==> src/rtl/dcdc_mode_ctrl.sv <==
module dcdc_mode_ctrl #(
  parameter int TON_L0     = 4,
  parameter int TON_L1     = 8,
  parameter int TON_L2     = 12,
  parameter int TON_CCM    = 16,
  parameter int DOWN_COUNT = 4
) (
  input  logic       clk,
  input  logic       rst_n,
  input  logic       shutdown,
  input  logic       vout_low,
  input  logic       vout_high,
  input  logic       ramp_end,
  output logic       hs_en,
  output logic       ls_en,
  output logic [1:0] peak_lvl,
  output logic       ccm_mode
);

  localparam int TW = $clog2(2 * TON_CCM + 1);
  localparam int DW = $clog2(DOWN_COUNT + 1);

  typedef enum logic [2:0] {PH_IDLE, PH_ON, PH_GAP_A, PH_OFF, PH_GAP_B} phase_t;
  typedef enum logic [1:0] {ADJ_NOM, ADJ_LONG, ADJ_SHORT} adj_t;

  phase_t        ph, ph_nx;
  adj_t          adj, adj_nx;
  logic [1:0]    lvl, lvl_nx;
  logic [DW-1:0] dn, dn_nx;
  logic [TW-1:0] cnt, cnt_nx, ton_sel;

  wire decide = (ph == PH_OFF) && ramp_end;

  always_comb begin
    case (lvl)
      2'd0:    ton_sel = TW'(TON_L0);
      2'd1:    ton_sel = TW'(TON_L1);
      2'd2:    ton_sel = TW'(TON_L2);
      default: ton_sel = (adj == ADJ_LONG)  ? TW'(2 * TON_CCM) :
                         (adj == ADJ_SHORT) ? TW'(TON_CCM / 2) : TW'(TON_CCM);
    endcase
  end

  always_comb begin
    lvl_nx = lvl;
    adj_nx = adj;
    dn_nx  = dn;
    if (decide) begin
      if (vout_low) begin
        dn_nx = '0;
        if (lvl != 2'd3) begin
          lvl_nx = lvl + 2'd1;
          adj_nx = ADJ_NOM;
        end else begin
          adj_nx = ADJ_LONG;
        end
      end else if (vout_high) begin
        if (dn == DW'(DOWN_COUNT - 1)) begin
          dn_nx  = '0;
          adj_nx = ADJ_NOM;
          if (lvl != 2'd0) lvl_nx = lvl - 2'd1;
        end else begin
          dn_nx  = dn + DW'(1);
          adj_nx = (lvl == 2'd3) ? ADJ_SHORT : ADJ_NOM;
        end
      end else begin
        dn_nx  = '0;
        adj_nx = ADJ_NOM;
      end
    end

    ph_nx  = ph;
    cnt_nx = cnt;
    case (ph)
      PH_IDLE: if (!vout_high) begin
        ph_nx  = PH_ON;
        cnt_nx = ton_sel - TW'(1);
        adj_nx = ADJ_NOM;
      end
      PH_ON: begin
        if (cnt == '0) ph_nx = PH_GAP_A;
        else           cnt_nx = cnt - TW'(1);
      end
      PH_GAP_A: ph_nx = PH_OFF;
      PH_OFF: if (ramp_end) ph_nx = (lvl_nx == 2'd3) ? PH_GAP_B : PH_IDLE;
      PH_GAP_B: begin
        ph_nx  = PH_ON;
        cnt_nx = ton_sel - TW'(1);
        adj_nx = ADJ_NOM;
      end
      default: ph_nx = PH_IDLE;
    endcase
  end

  always_ff @(posedge clk or negedge rst_n) begin
    if (!rst_n) begin
      ph  <= PH_IDLE;
      adj <= ADJ_NOM;
      lvl <= 2'd0;
      dn  <= '0;
      cnt <= '0;
    end else if (shutdown) begin
      ph  <= PH_IDLE;
      adj <= ADJ_NOM;
      lvl <= 2'd0;
      dn  <= '0;
      cnt <= '0;
    end else begin
      ph  <= ph_nx;
      adj <= adj_nx;
      lvl <= lvl_nx;
      dn  <= dn_nx;
      cnt <= cnt_nx;
    end
  end

  assign ls_en    = (ph == PH_ON)  & ~shutdown;
  assign hs_en    = (ph == PH_OFF) & ~shutdown;
  assign peak_lvl = lvl;
  assign ccm_mode = (lvl == 2'd3);

  AST_NO_OVERLAP: assert property (@(posedge clk) disable iff (!rst_n) !(hs_en && ls_en));
  AST_DEAD_BEFORE_ON: assert property (@(posedge clk) disable iff (!rst_n) $rose(ls_en) |-> !$past(hs_en));
  AST_DEAD_BEFORE_OFF: assert property (@(posedge clk) disable iff (!rst_n) $rose(hs_en) |-> !$past(ls_en));
  AST_RESTART_LOW: assert property (@(posedge clk) disable iff (!rst_n) $fell(shutdown) |-> peak_lvl == 2'd0);
  AST_LVL_AT_DECISION: assert property (@(posedge clk) disable iff (!rst_n)
    (peak_lvl != $past(peak_lvl)) && !$past(shutdown) |-> $past(hs_en && ramp_end));
  AST_LVL_ONE_STEP: assert property (@(posedge clk) disable iff (!rst_n)
    (peak_lvl != $past(peak_lvl)) && !$past(shutdown) |->
      (peak_lvl == $past(peak_lvl) + 2'd1) || (peak_lvl == $past(peak_lvl) - 2'd1));

endmodule

==> config.mk <==
export PLATFORM = sky130hd
export DESIGN_NAME = dcdc_mode_ctrl
export DESIGN_NICKNAME = d
export VERILOG_FILES = /design/src/rtl/dcdc_mode_ctrl.sv
export SDC_FILE = /design/constraint.sdc
export NUM_CORES = 1
export LEC_CHECK = 0
export BUFFER_PORTS_ARGS = -buffer_cell sky130_fd_sc_hd__buf_2
export CORE_ASPECT_RATIO = 1.75
export CORE_MARGIN = 2
export CORE_UTILIZATION = 35
export CTS_BUF_LIST = sky130_fd_sc_hd__clkbuf_4
export DETAILED_ROUTE_END_ITERATION = 8
export GPL_TIMING_DRIVEN = 0
export HOLD_SLACK_MARGIN = 0.08
export PLACE_DENSITY_LB_ADDON = 0.08
export SETUP_SLACK_MARGIN = 0.02
export SYNTH_ARGS = -nofsm -noshare
export SYNTH_HDL_FRONTEND = slang
export SYNTH_SLANG_ARGS = --single-unit
==> constraint.sdc <==
create_clock -name clk -period 2.7 [get_ports clk]
set_input_delay 0.54 -clock clk [delete_from_list [all_inputs] [get_ports clk]]
set_output_delay 0.54 -clock clk [all_outputs]
set_load 0.01 [all_outputs]
# After elaboration in Yosys (flattened, before gate mapping)
# Cells that the tools add are included.
# Widths: inputs -> output; s select.
totals:
  ram_bits: 0
  out_inout_bits: 5
  register_bits: 16
  latchBits: 0
  inputBits: 6
  rom_bits: 0
  mem_count: 0
classes:
  reduce_logical: 9
  shift: 0
  n_bitwise: 3
  magnitude_cmp: 0
  n_div: 0
  multipliers: 0
  eq_ne: 16
  n_mux: 34
  n_addsub: 5
op_table:
  columns: ["op", "count"]
  rows:
  - ["$pmux 6 s3", 2]
  - ["$mux 3", 10]
  - ["$mux 2", 14]
  - ["$mux 6", 4]
  - ["$pmux 3 s5", 1]
  - ["$ne 3x3->1 const B", 4]
  - ["$sub 6x1->6 const B", 2]
  - ["$eq 3x2->1 const B", 3]
  - ["$eq 2x2->1 const B", 4]
  - ["$logic_not 6->1", 1]
  - ["$reduce_and 3->1", 2]
  - ["$mux 5", 1]
  - ["$eq 2x1->1 const B", 2]
  - ["$pmux 2 s2", 1]
  - ["$reduce_bool 2->1", 2]
  - ["$reduce_bool 4->1", 1]
  - ["$add 3x1->3 const B", 1]
  - ["$eq 3x1->1 const B", 1]
  - ["$eq 3x3->1 const B", 1]
  - ["$logic_not 3->1", 1]
  - ["$add 2x1->2 const B", 1]
  - ["$and 1x1->1", 2]
  - ["$logic_not 2->1", 1]
  - ["$ne 2x2->1 const B", 1]
  - ["4 further kinds", 4]

# Logic depth before layout (Yosys ltp)
# Gate-level depths: netlist of the first run.
depth:
  word_depth: 11
  ltp_mapped: 9
  depth_no_buf: 7

# Least setup slack after synthesis of the first run
# Ideal clock, no wire load.
synth_path:
  path_kind: "reg2reg"
  from: "register ph[1]"
  to: "register cnt[4]"
  n_path_buf: 2
  t_arrival_ps: 2050
  path_stages_with_launch: 10
  t_required_ps: 2574
  setup_slack_ps: 524
  synth_period_minus_slack_ps: 2176
  path_cell_list: "dfrtp_1 > buf_6 > nor3b_2 > buf_2 > nand2_1 > ha_1 > or3b_2 > a211oi_1 > o31a_1 > a221o_1"
synth_via:
  elab_chain_len: 3
synth_rtl:
  columns: ["item", "line", "source"]
  rows:
  - ["start: declaration", "26", "phase_t ph, ph_nx;"]
  - ["start signal: assignment", "109", "ph <= ph_nx;"]
  - ["$eq 3x1->1, or another cell as far along", "74", "case (ph)"]
  - ["$ne 3x3->1 (no source line), or another cell as far along", null, null]
  - ["$reduce_and 3->1 (no source line) or $mux 6 (tied branches)", null, null]
  - ["end signal: assignment", "113", "cnt <= cnt_nx;"]
  - ["end: declaration", "30", "logic [TW-1:0] cnt, cnt_nx, ton_sel;"]
# Parallel ways exist; a longest one is shown, timed or not.
# A chain may end at the register's enable or synchronous reset.

# Final worst setup path of the first run
layout_path:
  from: "register ph[2]"
  to: "register cnt[4]"
# Same word-level chain as after synthesis.

==> reports/results.env, run 1 <==
NUM_IO_PINS=11
DRT_ITER0_DRC=13
NUMBER_OF_NETS_IN_THE_SYNTHESIZED_NETLIST=160
FIN_NETS=174
DIE_X_UM=50.16
CLK_LAT_WORST_SKEW_NS=0.30
TIMING_HOLD_VIOLATIONS_FINAL=0
POSTCTSRESIZEDCELLS=0
FLOORPLAN.CORE_AREA_SQ_MM=0.003592
RSZ0062_AT_GRT='no'
VIA_TOTAL_AFTER_DETAILED_ROUTING=1156
MAX_FREQ_GHz=0.3966
FINAL_TOTAL_POWER_mW=0.7793
NETLIST_TOP_CELLS_AREA='sky130_fd_sc_hd__dfrtp_1, sky130_fd_sc_hd__ha_1, sky130_fd_sc_hd__a21oi_1'
SYNTH-EDFF-COUNT=0
MIN_PATH_TYPE='in -> async'
FIN_SKEW_NS=0.001944
WORST-R2R-SETUP-SLACK_NS=0.18
WORSTPATHCELLLIST='buf_4, nor3b_2, buf_2, nand2_1, ha_1, or3b_2, a211oi_1, o31a_1, a221o_1'
AVGSYNTHCELLAREA_SQ_UM=9.000
SYNTHTOLAYOUTAREAGROWTH_PCT=9.588
FILLCELLCOUNT=383
CTS-ROOT-BUF='sky130_fd_sc_hd__clkbuf_4'
CELL_INTERNAL_PWR_mW=0.4605
CTS_HTREE_LEVELS=1
DIEHEIGHT_UM=84.78
TYPE_OF_DESTINATION_OF_THE_CRITICAL_PATH='flop'
SYNTH_AREA_LEADER_CELL='sky130_fd_sc_hd__dfrtp_1'
TRITONCTS='built'
GROUTE.USAGE.OVERALL_PCT=17.98
SYNTH.YOSYS.WARNINGS=0
CRIT_PATH_START_KIND='flop'
CLOCKBUFFERDEPTH=2
CRITICAL_PATH_REQUIRED_TIME_NS=2.89
VDD_IR_DROP_MAX_uV=211.2
FIRST_PASS_GRT_WIRE_LENGTH_MM=5.871
CRIT_PATH_START='ph[2]$_DFFE_PN0P_'
SWITCHINGPOWER_mW=0.3188
SLEW_VIOL_FINAL=0
RUN_STATUS='finished, final reports clean'
R2R_START='ph[2]$_DFFE_PN0P_'
ANTENNA_CELLS_INSERTED=0
SYNTH_CELL_TYPE_COUNT=49
TIMING.CRITICAL_PATH.MAX_DELAY_FAMILY='simple AND/OR/NAND/NOR gates'
YOSYS_REGISTER_BITS=16
DRC=0
GRT_MAX_DEGREE=17
SYNTH-MAIN-FF-CELL='sky130_fd_sc_hd__dfrtp_1'
PERIOD_NEEDED_NS=2.521
POWER_LEAKAGE_nW=0.6007
TIMING_WORST_SETUP_PATH_TYPE='reg -> reg'
WORSTPATHBUFFERINVERTERCOUNT=2
DRTPASS1ITERATIONS=4
CTS.REPAIR_TIMING.SETUP_BUFFER_COUNT=0
CAP_VIOL_MAX_COUNT=0
GRT_ANTENNA_BEFORE_REPAIR=0
TIGHTESTPINTRANSITION_NS=0.6178
POST-DP-HPWL_MM=2.553
POST_DRT_WL_PER_CELL_UM=16.58
CP_MAX_FO=10
FIN_CRIT_SH_PCT=93.38
CTS_HOLD_BUFFERS=0
PORT_BUFFERS=9
GRT_OVERFLOW=0
SWITCHING_SHARE_PCT=40.91
NUMCTSBUFFERS=3
POWER_DENSITY_mW_PER_MM2=544.9
SETUP_TOTAL_NEGATIVE_SLACK_NS=0
SYNTHESIS.INSTANCES=145
CRITICAL_PATH_ARRIVAL_NS=2.72
SYN_AREA_SQ_MM=0.001305
DETAIL-ROUTE-ANTENNA-NETS=0
SEQ_POWER_SHARE_PCT=39.3
GP_CONGESTION=0.9151
SYNTH_MOST_COMMON_CELL='sky130_fd_sc_hd__dfrtp_1'
SYNTH_TOP_CELLS_BY_COUNT='sky130_fd_sc_hd__dfrtp_1, sky130_fd_sc_hd__a21oi_1, sky130_fd_sc_hd__nand2_1, sky130_fd_sc_hd__ha_1, sky130_fd_sc_hd__nor2_1'
CP_SLOWEST_CELL='sky130_fd_sc_hd__dfrtp_1'
GRT_PASS1_VIAS=1232
DIE_AREA_SQ_MM=0.004252
POST_SYNTH_TOP_AREA_SHARE_PCT=30.68
POWER.SHARE.CLOCK_PCT=17.7
CTS.REPORTEDPATHS.CLKPINSLEW_NS=0.10
INITIAL_CORE_UTIL_PCT=36.33
COMBPWRFRAC_PCT=43.0
CTS.SINKS=16
DRIVE_ABOVE_1_SHARE_PCT=21.66
ROW_CNT=29
CP_SLOWEST_STAGE_DELAY_NS=0.39
MAX-SLEW-MARGIN-REL_PCT=58.59
YS_ASYNC_SR_FRACTION_PCT=100.0
DRT-VIAS-PER-INSTANCE=5.695
ROUTED_WIRELENGTH_MM=3.366
SYNTH-SEQ-AREA-SHARE_PCT=30.68
FINAL-SETUP-VIOL-COUNT=0
## cell families (layout without fill, tap and decap cells)
family                     Yosys count  in the layout  share of synthesized area [%]
AOI/OAI and AO/OA                   43             43                          23.20
buffers and inverters               16             28                          6.615
muxes                                4              4                          3.068
xor gates and xnor gates             1              1                         0.6713
and+or+nand+nor                     56             56                          27.13
adders and majority gates            9              9                          8.629
DFF                                 16             16                          30.68
## metrics by stage
stage          worst slack, ns  instances  cell area [sq um]  utilization [%]  hold slack [ns]
2_1_floorplan           0.5240        145               1305                -           0.2444
4_1_cts                 0.2071        203               1430            39.81           0.1612
3_3_place_gp            0.2346        200               1408            39.18           0.4857
3_5_place_dp            0.2390        200               1408            39.18           0.4942
5_1_grt                0.03715        203               1430            39.81           0.1688
6_report                0.1787        203               1430            39.81           0.1473
## power by group through the flow
stage	sequential (mW)	clock (mW)	combinational, mW
finish	0.306	0.138	0.335
global route	0.312	0.155	0.369
CTS	0.307	0.144	0.333
detailed placement	0.312	0	0.331
global placement	0.310	0	0.329
floorplan	0.300	0	0.259
## metal layers
metal	GRT usage [%]	vias up	part of all wire, %
li1	-	565	-
met1	19.04	552	38
met2	33.13	28	56
met3	2.313	11	2.2
met4	9.343	0	3.2
met5	0	-	0
## state kept, by name, indices dropped and copies added, names as in the netlist
name	cells
cnt	6
dn	3
peak_lvl	2
ph	3
adj	2
## path summary, 6_finish.rpt
| check | to | cells past startpoint |
|---|---|---|
| hold / removal | cnt[4]$_DFFE_PN0P_ | 1 |
| max in group asynchronous | dn[2]$_DFFE_PN0P_ | 1 |
| setup reg to reg | cnt[4]$_DFFE_PN0P_ | 9 |
| hold reg to reg | dn[1]$_DFFE_PN0P_ | 2 |
| min in group clk | dn[1]$_DFFE_PN0P_ | 2 |
| setup / recovery | cnt[4]$_DFFE_PN0P_ | 9 |
## worst register-to-register path, stage by stage, from the launching register on
cell	delay, ns
sky130_fd_sc_hd__dfrtp_1	0.39
sky130_fd_sc_hd__buf_4	0.17
sky130_fd_sc_hd__nor3b_2	0.33
sky130_fd_sc_hd__buf_2	0.28
sky130_fd_sc_hd__nand2_1	0.08
sky130_fd_sc_hd__ha_1	0.27
sky130_fd_sc_hd__or3b_2	0.25
sky130_fd_sc_hd__a211oi_1	0.05
sky130_fd_sc_hd__o31a_1	0.29
sky130_fd_sc_hd__a221o_1	0.31
## cells in the final DEF (no fill, tap or decap), types with 3 or more instances in the layout
master / netlist / final
sky130_fd_sc_hd__nand2b_1: 4 / 4
sky130_fd_sc_hd__a211oi_1: 6 / 6
sky130_fd_sc_hd__or2_2: 3 / 3
sky130_fd_sc_hd__o31ai_1: 3 / 3
sky130_fd_sc_hd__inv_1: 6 / 6
sky130_fd_sc_hd__mux2i_1: 4 / 4
sky130_fd_sc_hd__nor2b_1: 3 / 3
sky130_fd_sc_hd__nand4b_1: 3 / 3
sky130_fd_sc_hd__nor4bb_1: 3 / 3
sky130_fd_sc_hd__nand2_1: 10 / 10
sky130_fd_sc_hd__clkbuf_4: 0 / 3
sky130_fd_sc_hd__a21oi_1: 11 / 11
sky130_fd_sc_hd__o21ai_0: 5 / 5
sky130_fd_sc_hd__dfrtp_1: 16 / 16
sky130_fd_sc_hd__o22ai_1: 3 / 3
sky130_fd_sc_hd__ha_1: 9 / 9
sky130_fd_sc_hd__nand3_1: 4 / 4
sky130_fd_sc_hd__nor2_1: 8 / 8
sky130_fd_sc_hd__buf_2: 3 / 12
sky130_fd_sc_hd__nor3_1: 3 / 3
## cell type report
class	instances	area, sq um	share of cell area [%]
clock buffer	3	22.52	1.575
multi-input combinational	113	818.3	57.22
buffer	10	63.81	4.462
timing repair buffer	9	45.04	3.150
sequential	16	400.4	28.00
tap	46	57.56	4.025
inverter	6	22.52	1.575
Note: power is estimated with default switching activity, not from simulation.
==> run 2: changes to the inputs <==
Settings changed: CORE_ASPECT_RATIO 1.75 to default.
==> reports/results.env, run 2 (synthesis gave the netlist of run 1 again) <==
GRT_OVERFLOW=0  # unchanged
CELL_INTERNAL_PWR_mW=0.4603  # was 0.4605 mW
SETUP_TOTAL_NEGATIVE_SLACK_NS=0  # unchanged
DIE_AREA_SQ_MM=0.004233  # was 0.004252 sq mm
GROUTE.USAGE.OVERALL_PCT=17.22  # was 17.98%
POST-DP-HPWL_MM=2.375  # was 2.553 mm
CTS_HOLD_BUFFERS=0  # unchanged
SEQ_POWER_SHARE_PCT=39.6  # was 39.3%
PLACEMENT.CELL_AREA_SQ_MM=0.001410  # was 0.001408 sq mm
FINAL_COMMON_CELL='sky130_fd_sc_hd__dfrtp_1'  # unchanged
ANTENNA_CELLS_INSERTED=0  # unchanged
CRIT_PATH_START='ph[2]$_DFFE_PN0P_'  # unchanged
DIEHEIGHT_UM=65.06  # was 84.78 um
FINAL_TOTAL_POWER_mW=0.7641  # was 0.7793 mW
FILLCELLCOUNT=383  # unchanged
FIN_NETS=174  # unchanged
POWER.SHARE.CLOCK_PCT=17.9  # was 17.7%
CTS.SINKS=16  # unchanged
LARGEST_REGISTER_FFS=6  # unchanged
GRT.BUSIEST_LAYER='met2'  # unchanged
PORT_BUFFERS=9  # unchanged
POWER_LEAKAGE_nW=0.6007  # unchanged
CTS_HTREE_LEVELS=1  # unchanged
GLOBALROUTEMET3UTIL_PCT=2.778  # was 2.313%
R2R_START='ph[2]$_DFFE_PN0P_'  # unchanged
LOGIC_DEPTH_OF_THE_WORST_REGISTER_TO_REGISTER_PATH=9  # unchanged
USE_MET1_PCT=24.01  # was 19.04%
CLK_LAT_WORST_SKEW_NS=0.30  # about the same
DIE_X_UM=65.06  # was 50.16 um
GP_CONGESTION=0.7770  # was 0.9151
TIMING.RR.END='cnt[4]$_DFFE_PN0P_'  # unchanged
TYPE_OF_DESTINATION_OF_THE_CRITICAL_PATH='flop'  # unchanged
DRIVE_ABOVE_1_SHARE_PCT=21.66  # unchanged
POST_DRT_WL_PER_CELL_UM=15.54  # was 16.58 um
GLOBALROUTEMET2UTIL_PCT=27.06  # was 33.13%
CTS.REPAIR_TIMING.SETUP_BUFFER_COUNT=0  # unchanged
TIMING_WORST_SETUP_PATH_TYPE='reg -> reg'  # unchanged
GRT_PASS1_VIAS=1146  # was 1232
DETAIL-ROUTE-ANTENNA-NETS=0  # unchanged
FINAL_CELL_AREA_SQ_MM=0.001433  # was 0.001430 sq mm
DRC=0  # unchanged
CTS.REPORTEDPATHS.CLKPINSLEW_NS=0.10  # about the same
CRITICAL_PATH_ARRIVAL_NS=2.63  # was 2.72 ns
TIMING_HOLD_VIOLATIONS_FINAL=0  # unchanged
TIGHTESTPINTRANSITION_NS=0.5449  # was 0.6178 ns
FIN_SKEW_NS=0.004400  # was 0.001944 ns
FIN_CRIT_SH_PCT=90.66  # was 93.38%
CLOCKBUFFERDEPTH=2  # unchanged
FLOORPLAN.CORE_AREA_SQ_MM=0.003633  # was 0.003592 sq mm
INITIAL_CORE_UTIL_PCT=35.92  # was 36.33%
NUM_IO_PINS=11  # unchanged
MAX-SLEW-MARGIN-REL_PCT=63.47  # was 58.59%
CP_MAX_FO=10  # unchanged
GRT_ANTENNA_BEFORE_REPAIR=0  # unchanged
COMBPWRFRAC_PCT=42.5  # was 43.0%
GRT_MAX_DEGREE=17  # unchanged
REGISTERS_WITH_THE_HIGHEST_FLIP_FLOP_COUNTS='cnt: 6 flops, dn: 3 flops, ph: 3 flops'  # unchanged
ROUTED_WIRELENGTH_MM=3.186  # was 3.366 mm
VDD_IR_DROP_MAX_uV=222.0  # was 211.2 uV
CRITICAL_PATH_REQUIRED_TIME_NS=2.89  # about the same
SLEW_VIOL_FINAL=0  # unchanged
SYNTHTOLAYOUTAREAGROWTH_PCT=9.779  # was 9.588%
SWITCHINGPOWER_mW=0.3037  # was 0.3188 mW
LARGEST-REGISTER='cnt'  # unchanged
WORST-R2R-SETUP-SLACK_NS=0.25  # was 0.18 ns
NUMCTSBUFFERS=3  # unchanged
RUN_STATUS='finished, final reports clean'  # unchanged
CRIT_PATH_START_KIND='flop'  # unchanged
PERIOD_NEEDED_NS=2.448  # was 2.521 ns
FIRST_PASS_GRT_WIRE_LENGTH_MM=5.533  # was 5.871 mm
MOST-COMMON-LAYOUT-CELLS='sky130_fd_sc_hd__dfrtp_1, sky130_fd_sc_hd__buf_2, sky130_fd_sc_hd__a21oi_1, sky130_fd_sc_hd__nand2_1, sky130_fd_sc_hd__ha_1'  # unchanged
FINALNONFILLERCELLS=205  # was 203
MAX_FREQ_GHz=0.4085  # was 0.3966 GHz
VIA_TOTAL_AFTER_DETAILED_ROUTING=1150  # was 1156
CAP_VIOL_MAX_COUNT=0  # unchanged
SWITCHING_SHARE_PCT=39.75  # was 40.91%
POSTCTSRESIZEDCELLS=0  # unchanged
DRT_ITER0_DRC=56  # was 13
CTS-ROOT-BUF='sky130_fd_sc_hd__clkbuf_4'  # unchanged
TRITONCTS='built'  # unchanged
POWER_DENSITY_mW_PER_MM2=533.3  # was 544.9 mW/mm^2
MIN_PATH_TYPE='in -> async'  # unchanged
PLACED_CELLS=202  # was 200
DRT-VIAS-PER-INSTANCE=5.610  # was 5.695
ROW_CNT=22  # was 29
RSZ0062_AT_GRT='no'  # unchanged
FINAL-SETUP-VIOL-COUNT=0  # unchanged
DRTPASS1ITERATIONS=4  # unchanged
run 2: per-stage QoR:
step                      hold slack, ns  setup slack, ns  utilization, %
final                             0.1537           0.2522           39.43
after CTS                         0.1641           0.2356           39.43
after detailed placement          0.4964           0.2581           38.81
after global placement            0.4936           0.2601           38.81
after floorplan                   0.2444           0.5240               -
after global routing              0.1712           0.1391           39.43
run 2: cell type report:
cell class	count	area [sq um]	area share [%]
Sequential cell	16	400.4	27.95
Timing Repair Buffer	9	45.04	3.144
Inverter	6	22.52	1.572
Clock buffer	3	22.52	1.572
Buffer	10	63.81	4.454
Multi-Input combinational cell	113	818.3	57.12
Tap cell	48	60.06	4.192
run 2: power groups by stage:
stage,Combinational [mW],Clock (mW),Sequential (mW)
6_report,0.324,0.137,0.303
5_1_grt,0.366,0.158,0.308
4_1_cts,0.327,0.145,0.302
3_5_place_dp,0.327,0,0.307
3_3_place_gp,0.326,0,0.307
2_1_floorplan,0.259,0,0.300
run 2: worst max path at each step:
stage | endpoint | cells past startpoint
floorplan | cnt[4]$_DFFE_PN0P_ | 9
global placement | cnt[4]$_DFFE_PN0P_ | 9
detailed placement | cnt[4]$_DFFE_PN0P_ | 9
CTS | cnt[4]$_DFFE_PN0P_ | 9
global route | cnt[4]$_DFFE_PN0P_ | 9
finish | cnt[4]$_DFFE_PN0P_ | 9
run 2: critical path, stage by stage (launching register included):
cell                       delay, ns
sky130_fd_sc_hd__dfrtp_1        0.37
sky130_fd_sc_hd__buf_4          0.16
sky130_fd_sc_hd__nor3b_2        0.30
sky130_fd_sc_hd__buf_2          0.27
sky130_fd_sc_hd__nand2_1        0.08
sky130_fd_sc_hd__ha_1           0.26
sky130_fd_sc_hd__or3b_2         0.24
sky130_fd_sc_hd__a211oi_1       0.06
sky130_fd_sc_hd__o31a_1         0.27
sky130_fd_sc_hd__a221o_1        0.32
run 2: routing by layer:
metal / vias up / wire length, um
met2: 21 / 1478
met3: 5 / 100
met4: 0 / 46
li1: 562 / -
met5: - / 0
met1: 562 / 1560
==> run 3: changes to the inputs <==
Settings changed: CORE_UTILIZATION 35 to 61.
==> reports/results.env, run 3 (synthesis gave the netlist of run 1 again) <==
RSZ0062_AT_GRT='no'  # unchanged
SYNTHTOLAYOUTAREAGROWTH_PCT=7.766  # was 9.779%
TIMING_WORST_SETUP_PATH_TYPE='reg -> reg'  # unchanged
DIE_X_UM=50.26  # was 65.06 um
FILLCELLCOUNT=162  # was 383
FIN_SKEW_NS=0.006698  # was 0.004400 ns
CTS.REPORTEDPATHS.CLKPINSLEW_NS=0.10  # about the same
TRITONCTS='built'  # unchanged
WORST-R2R-SETUP-SLACK_NS=0.23  # was 0.25 ns
FIRST_PASS_GRT_WIRE_LENGTH_MM=5.299  # was 5.533 mm
VDD_IR_DROP_MAX_uV=513.0  # was 222.0 uV
ROUTEDLENGTHMET1_MM=1.406  # was 1.560 mm
MULTIINPUTGATEAREA_SQ_UM=818.3  # unchanged
GRT_ANTENNA_BEFORE_REPAIR=0  # unchanged
PORT_BUFFERS=9  # unchanged
GP_CONGESTION=0.8903  # was 0.7770
MET3WIRELENGTH_UM=119  # was 100 um
FIN_UTIL_PCT=70.96  # was 39.43%
DIE_AREA_SQ_MM=0.002526  # was 0.004233 sq mm
FLOORPLAN.CORE_AREA_SQ_MM=0.001982  # was 0.003633 sq mm
MAX-SLEW-MARGIN-REL_PCT=61.46  # was 63.47%
FIN_WORST_HOLD_SLACK_NS=0.1593  # was 0.1537 ns
FINAL-SETUP-VIOL-COUNT=0  # unchanged
LARGEST_REGISTER_FFS=6  # unchanged
DRC=0  # unchanged
POWER_DENSITY_mW_PER_MM2=540.2  # was 533.3 mW/mm^2
CTS_HTREE_LEVELS=1  # unchanged
TIMING_HOLD_VIOLATIONS_FINAL=0  # unchanged
CTS_HOLD_BUFFERS=0  # unchanged
DRTPASS1ITERATIONS=4  # unchanged
CRITICAL_PATH_ARRIVAL_NS=2.64  # was 2.63 ns
MOST-COMMON-LAYOUT-CELLS='sky130_fd_sc_hd__dfrtp_1, sky130_fd_sc_hd__buf_2, sky130_fd_sc_hd__a21oi_1, sky130_fd_sc_hd__nand2_1, sky130_fd_sc_hd__ha_1'  # unchanged
MAX_FREQ_GHz=0.4044  # was 0.4085 GHz
TYPE_OF_DESTINATION_OF_THE_CRITICAL_PATH='flop'  # unchanged
FINAL_COMMON_CELL='sky130_fd_sc_hd__dfrtp_1'  # unchanged
CRITICAL_PATH_REQUIRED_TIME_NS=2.87  # was 2.89 ns
ROW_CNT=16  # was 22
POWER_LEAKAGE_nW=0.6007  # unchanged
CLOCKBUFFERDEPTH=2  # unchanged
GROUTE.USAGE.OVERALL_PCT=27.01  # was 17.22%
DETAILROUTE.WIRELENGTH.MET2_MM=1.366  # was 1.478 mm
FINAL_TOTAL_POWER_mW=0.7597  # was 0.7641 mW
NUM_IO_PINS=11  # unchanged
FIN_CRIT_SH_PCT=91.59  # was 90.66%
MIN_PATH_TYPE='in -> async'  # unchanged
R2R_START='ph[2]$_DFFE_PN0P_'  # unchanged
VIA_TOTAL_AFTER_DETAILED_ROUTING=1191  # was 1150
NUMCTSBUFFERS=3  # unchanged
SETUP_TOTAL_NEGATIVE_SLACK_NS=0  # unchanged
LARGEST-REGISTER='cnt'  # unchanged
ROUTED_WIRELENGTH_MM=2.910  # was 3.186 mm
LOGIC_DEPTH_OF_THE_WORST_REGISTER_TO_REGISTER_PATH=9  # unchanged
CRIT_PATH_START_KIND='flop'  # unchanged
CP_MAX_FO=10  # unchanged
DIEHEIGHT_UM=50.26  # was 65.06 um
CLK_LAT_WORST_SKEW_NS=0.28  # was 0.30 ns
POSTCTSRESIZEDCELLS=0  # unchanged
HIGHEST-SIGNAL-LAYER='met4'  # unchanged
FIN_NETS=174  # unchanged
CTS.SINKS=16  # unchanged
CAP_VIOL_MAX_COUNT=0  # unchanged
CTS.REPAIR_TIMING.SETUP_BUFFER_COUNT=0  # unchanged
RUN_STATUS='finished, final reports clean'  # unchanged
SLEW_VIOL_FINAL=0  # unchanged
TIGHTESTPINTRANSITION_NS=0.5749  # was 0.5449 ns
POST-DP-HPWL_MM=2.115  # was 2.375 mm
INITIAL_CORE_UTIL_PCT=65.85  # was 35.92%
PERIOD_NEEDED_NS=2.473  # was 2.448 ns
SEQCELLAREA_SQ_UM=400.4  # unchanged
CTS-ROOT-BUF='sky130_fd_sc_hd__clkbuf_4'  # unchanged
ANTENNA_CELLS_INSERTED=0  # unchanged
REGISTERS_WITH_THE_HIGHEST_FLIP_FLOP_COUNTS='cnt: 6 flops, dn: 3 flops, ph: 3 flops'  # unchanged
GRT_PASS1_VIAS=1195  # was 1146
GRT_MAX_DEGREE=17  # unchanged
DRIVE_ABOVE_1_SHARE_PCT=21.66  # unchanged
POST_DRT_WL_PER_CELL_UM=15.82  # was 15.54 um
GRT_OVERFLOW=0  # unchanged
DETAIL-ROUTE-ANTENNA-NETS=0  # unchanged
DRT_ITER0_DRC=41  # was 56
DRT-VIAS-PER-INSTANCE=6.473  # was 5.610
TIMING.RR.END='cnt[4]$_DFFE_PN0P_'  # unchanged
==> run 3: cell counts in the layout (fill, tap and decap cells not counted) <==
Identical to the previous run, type by type.
==> run 3: layout make-up <==
| type | instances | share of cell area, % |
|---|---|---|
| timing repair buffer | 9 | 3.203 |
| inverter | 6 | 1.601 |
| clock buffer | 3 | 1.601 |
| buffer | 10 | 4.537 |
| multi-input combinational | 113 | 58.19 |
| tap | 27 | 2.402 |
| sequential | 16 | 28.47 |
==> run 3: worst max-delay path by stage <==
stage | start | endpoint | slack (ns) | depth (start not counted)
after floorplan | ph[1]$_DFFE_PN0P_ | cnt[4]$_DFFE_PN0P_ | 0.52 | 9
after detailed placement | ph[1]$_DFFE_PN0P_ | cnt[4]$_DFFE_PN0P_ | 0.27 | 9
after global placement | ph[1]$_DFFE_PN0P_ | cnt[4]$_DFFE_PN0P_ | 0.28 | 9
after CTS | ph[1]$_DFFE_PN0P_ | cnt[4]$_DFFE_PN0P_ | 0.25 | 9
final | ph[2]$_DFFE_PN0P_ | cnt[4]$_DFFE_PN0P_ | 0.23 | 9
after global routing | ph[2]$_DFFE_PN0P_ | cnt[4]$_DFFE_PN0P_ | 0.04 | 9
==> run 3: metal layers <==
| layer | GRT usage [%] | up-vias |
|---|---|---|
| met5 | 0 | - |
| met4 | 7.407 | 0 |
| met3 | 3.274 | 4 |
| met2 | 45.61 | 31 |
| met1 | 36.24 | 584 |
| li1 | - | 572 |
==> run 3: per-stage QoR <==
| step | instance area (sq um) | std cells | worst slack (ns) |
|---|---|---|---|
| after CTS | 1406 | 184 | 0.2472 |
| after global routing | 1406 | 184 | 0.04064 |
| after detailed placement | 1384 | 181 | 0.2675 |
| after global placement | 1384 | 181 | 0.2814 |
| after floorplan | 1305 | 145 | 0.5240 |
| final | 1406 | 184 | 0.2272 |
==> run 3: power breakdown <==
part           total, mW  switching, mW  leakage (nW)  internal (mW)
registers          0.305         0.0349         0.217          0.270
clock network      0.126         0.0739        0.0138         0.0518
logic              0.329          0.190         0.370          0.139
total              0.760          0.299         0.601          0.460
==> run 3: worst max-delay path, stage by stage (launching register included) <==
cell and delay, ns:
sky130_fd_sc_hd__dfrtp_1 0.37, sky130_fd_sc_hd__buf_4 0.16, sky130_fd_sc_hd__nor3b_2 0.30, sky130_fd_sc_hd__buf_2 0.27, sky130_fd_sc_hd__nand2_1 0.08, sky130_fd_sc_hd__ha_1 0.26
sky130_fd_sc_hd__or3b_2 0.24, sky130_fd_sc_hd__a211oi_1 0.05, sky130_fd_sc_hd__o31a_1 0.29, sky130_fd_sc_hd__a221o_1 0.32
